===== src/rtl/conv_rate_timer.sv =====
module conv_rate_timer #(
  parameter int PERIOD_MUL = 448,
  parameter int SETTLE     = 4
) (
  input  logic       clk,
  input  logic       rst_n,
  input  logic       en,
  input  logic       start,
  input  logic       cont,
  input  logic [2:0] rate,
  output logic       period_tick,
  output logic       data_ready,
  output logic       busy
);
  localparam int CW = $clog2(PERIOD_MUL * 1096 + 1);
  localparam int SW = $clog2(SETTLE + 1);

  function automatic int dec_ratio(input logic [2:0] c);
    case (c)
      3'd0: return 1096;
      3'd1: return 274;
      3'd2: return 220;
      3'd3: return 183;
      3'd4: return 55;
      3'd5: return 46;
      3'd6: return 27;
      default: return 23;
    endcase
  endfunction

  logic [2:0]    act_rate;
  logic [CW-1:0] cnt;
  logic [SW-1:0] settle;
  logic [CW-1:0] last;

  assign last        = CW'(PERIOD_MUL * dec_ratio(act_rate) - 1);
  assign period_tick = busy && (cnt == last);
  assign data_ready  = period_tick && (settle >= SW'(SETTLE - 1));

  always_ff @(posedge clk or negedge rst_n) begin
    if (!rst_n) begin
      busy     <= 1'b0;
      cnt      <= '0;
      settle   <= '0;
      act_rate <= '0;
    end else if (!en) begin
      busy   <= 1'b0;
      cnt    <= '0;
      settle <= '0;
    end else if (start) begin
      busy     <= 1'b1;
      cnt      <= '0;
      settle   <= '0;
      act_rate <= rate;
    end else if (busy) begin
      if (period_tick) begin
        cnt <= '0;
        if (rate != act_rate) begin
          act_rate <= rate;
          settle   <= '0;
        end else if (settle != SW'(SETTLE)) begin
          settle <= settle + SW'(1);
        end
        if (data_ready && !cont) busy <= 1'b0;
      end else begin
        cnt <= cnt + CW'(1);
      end
    end
  end
endmodule



===== config.mk =====
export PLATFORM = sky130hd
export DESIGN_NAME = conv_rate_timer
export DESIGN_NICKNAME = d
export VERILOG_FILES = /design/src/rtl/conv_rate_timer.sv
export SDC_FILE = /design/constraint.sdc
export NUM_CORES = 1
export LEC_CHECK = 0
export BUFFER_PORTS_ARGS = -buffer_cell sky130_fd_sc_hd__buf_2
export CAP_MARGIN = 20
export CORE_MARGIN = 5
export CORE_UTILIZATION = 30
export DETAILED_ROUTE_END_ITERATION = 10
export PLACE_DENSITY_LB_ADDON = 0.1
export SYNTH_ARGS = -nofsm -noshare
export SYNTH_HDL_FRONTEND = slang
export SYNTH_SLANG_ARGS = --single-unit

===== constraint.sdc =====
create_clock -name clk -period 4.55 [get_ports clk]
set_input_delay 0.2275 -clock clk [delete_from_list [all_inputs] [get_ports clk]]
set_output_delay 0.2275 -clock clk [all_outputs]
set_load 0.005 [all_outputs]

==> metrics.txt <==
min-delay src=rate[2]; async set or reset register ratio after synthesis=100%; H-tree Lvls=1; post-synth top area share=28.5%; placed cell count=369; Setup crit start kind=flip-flop; sequential share of the synthesized area=28.5%; Routed Antenna Nets=0; Mapped Area=roughly 0.0023 mm^2; Rel. slew slack=58.1%; Max Buffers Root-to-Sink=2; Post-synth EDFFs=0; RR Startpoint=act_rate[1]; required time worst endpoint=4.32 ns; post-synthesis net count=293; top cells by area, synth=dfrtp_1 28%, xnor2_1 10%, ha_1 9.3%; Int Power=between 0.5 and 0.6 mW; row count=31; Overall Power=between 0.8 and 0.9 mW; Crit path max-delay family=simple AND/OR/NAND/NOR gates; fin crit share=91.8%; Die H=between 90 and 100 um; Synth Flop Type=dfrtp_1; fin. max-slew vios=0; simple-gate share of the synthesized area=22.3%; IO buf count=10; Worst Clk Skew=0.00709 ns; mux cell area share after synthesis=2.35%; RePlAce Congestion=0.739; clock slew at reported path FFs=0.09 ns; # nets final=roughly 310; largest family of logic cells by synthesized area=simple AND/OR/NAND/NOR gates; Final Hold Fails=0; area leader, netlist=dfrtp_1; PostCTS Resize Cnt=0; Tmin final=~4.2 ns; PD cells=between 300 and 400 mW/mm^2; worst ir drop on vdd=0.117 mV; Crit path largest cell delay=0.72 ns; max_cap viols=0; Synth Area in Compound Gates=11.8%; Sw Ratio=38.6%; RR Endpoint=act_rate[1]; Die W=97.3 um; Residual DRC=0; critical-path cell list=nand2_1 > o21ai_1 > inv_2 > ha_1 > xor2_1 > ha_1 > nor2_1 > nand3_1 > nor4b_2 > a21oi_1 > nand4bb_1 > a31o_4 > inv_2 > buf_2; Worst Max-Slew Pin Slew=0.629 ns; Root Driver=clkbuf_8; Post-Route WL=5080 um; Tot GR Track Use=11.4%; Vias=1817; die footprint=between 0.009 and 0.01 mm^2; Reg2Reg Setup Slack=0.47 ns; pre-CTS WS=0.537 ns; Hold Path Cell Cnt=2; xor/xnor share of the synthesized area=roughly 17%; Worst Hold End=act_rate[2]; fmax=around 240 MHz; Worst setup EP type=primary output; post-CTS setup repair buffer count=0; Setup CP Type=flip-flop to primary output; worst min path class=input port to flip-flop; clk sinks=26; layout cell share with drive strength beyond 1=10.9%; Reg2Reg Depth=14; Pre-antenna DRT Iters=4; Synth cell types=46; setup TNS=0 ns; Synth Area in Adders=12.8%; Logic pwr share=46.9%; Sw Pwr=0.329 mW; Avg Synthesized Cell Area=just under 9 um^2; Max Fanout on Critical Path=16; status=completed; vias per cell=between 4 and 5; worst slack on hold paths=0.193 ns; Layout area overhead=10.5%; Buf+Inv Stages, Crit Path=3; CTS buffer count=3; largest net degree at the start of global routing=27; Synth warnings=0; ANT cells=0; Post-Synthesis Cells=264; total grt overflow=0; fin worst setup slack=around 0.37 ns; Worst path slowest cell=dfrtp_1; fin cells=374; FF+latch count, synth=26; static leakage power=1.06 nW; vias in the first global route=roughly 1800; starting density of the core=31.2%; number of fillers in the final layout=773; number of I/O pins=11; WL/cell=13.6 um; Setup-failing EPs final=0; Iter 0 DRT Violations=67; Core Region=0.00733 mm^2; clock share of power=between 20% and 30%; first-pass GRT wire length=approximately 9100 um; HPWL Detailed=3970 um; critical path data arrival time=~4.0 ns; Seq pwr share=29.8%; initial antenna violation count=0; RSZ-0062 raised after global routing=false; latest clock arrival within the worst-skew pair=0.28 ns; TritonCTS clock tree=yes
## sequential cells by signal, summed over array words and instances (netlist names)
register,flops
cnt,19
settle,3
act_rate,3
busy,1
## stage by stage
stage	area [um^2]	utilization [%]
3_3_place_gp	2440	33.3
2_1_floorplan	2280	-
4_1_cts	2520	34.4
3_5_place_dp	2440	33.3
5_1_grt	2520	34.4
6_report	2520	34.4
## routing by layer
metal / vias up / wire length (um) / GRT usage [%]
met5: - / 0 / 0
met4: 0 / 54 / 2.88
met3: 5 / 94 / 1.51
met2: 17 / 2350 / 18.5
met1: 875 / 2580 / 16.1
li1: 920 / - / -
## cells in the final DEF (no fill, tap or decap), drive strengths merged, types with 4 or more instances in the layout
master	netlist	routed
fa	4	4
nand4	6	6
nor3	6	6
xor2	18	18
nor2	32	32
o21a	4	4
xnor2	26	26
dfrtp	26	26
ha	17	17
inv	21	21
o21ai	8	8
nand3	15	15
buf	5	14
a21oi	17	17
nand2	16	16
## power by group through the flow
stage	Clock (mW)	Sequential (mW)	Combinational, mW
floorplan	0	0.246	0.329
global placement	0	0.258	0.404
detailed placement	0	0.259	0.399
CTS	0.208	0.255	0.403
global route	0.216	0.257	0.454
finish	0.199	0.254	0.399
## cell type report
class	count	area, um^2	area share, %
Tap cell	99	124	4.91
Timing Repair Buffer	15	90.1	3.57
Multi-Input combinational cell	209	1510	59.8
Clock buffer	3	41.3	1.64
Inverter	21	78.8	3.12
Sequential cell	26	651	25.8
Clock inverter	1	30.0	1.19
## logic make-up (layout without fill, tap and decap cells)
| family | after synthesis | after routing |
|---|---|---|
| AND/OR/NAND/NOR | 98 | 98 |
| XOR/XNOR | 44 | 44 |
| AO/OA/AOI/OAI | 41 | 41 |
| buffers and inverters | 29 | 40 |
| flip-flops | 26 | 26 |
| adder cells (fa/ha/maj) | 21 | 21 |
| multiplexers | 5 | 5 |
## worst max path at each step
stage | from | endpoint | slack [ns] | cells past startpoint
after floorplan | act_rate[2] | act_rate[2] | 0.88 | 14
after global placement | act_rate[1] | act_rate[1] | 0.56 | 14
after detailed placement | act_rate[1] | act_rate[1] | 0.54 | 14
after CTS | act_rate[1] | period_tick | 0.32 | 14
after global routing | act_rate[1] | period_tick | 0.02 | 14
final | act_rate[1] | period_tick | 0.37 | 14
## Yosys cell counts, types with 4 or more instances
cell type	instances
fa_1	4
a21oi_1	17
nand4_1	6
dfrtp_1	26
nand2_1	16
nand3_1	15
o21ai_0	5
nor2_1	32
ha_1	17
inv_1	18
o21a_1	4
nor3_1	5
xor2_1	18
xnor2_1	26
## what timing repair did
action | CTS | global route
hold buffers | 1 | 0
setup endpoints to repair | 0 | 0
endpoints found under the hold margin | 26 | 0
No activity file was read; power rests on OpenSTA's default activity.
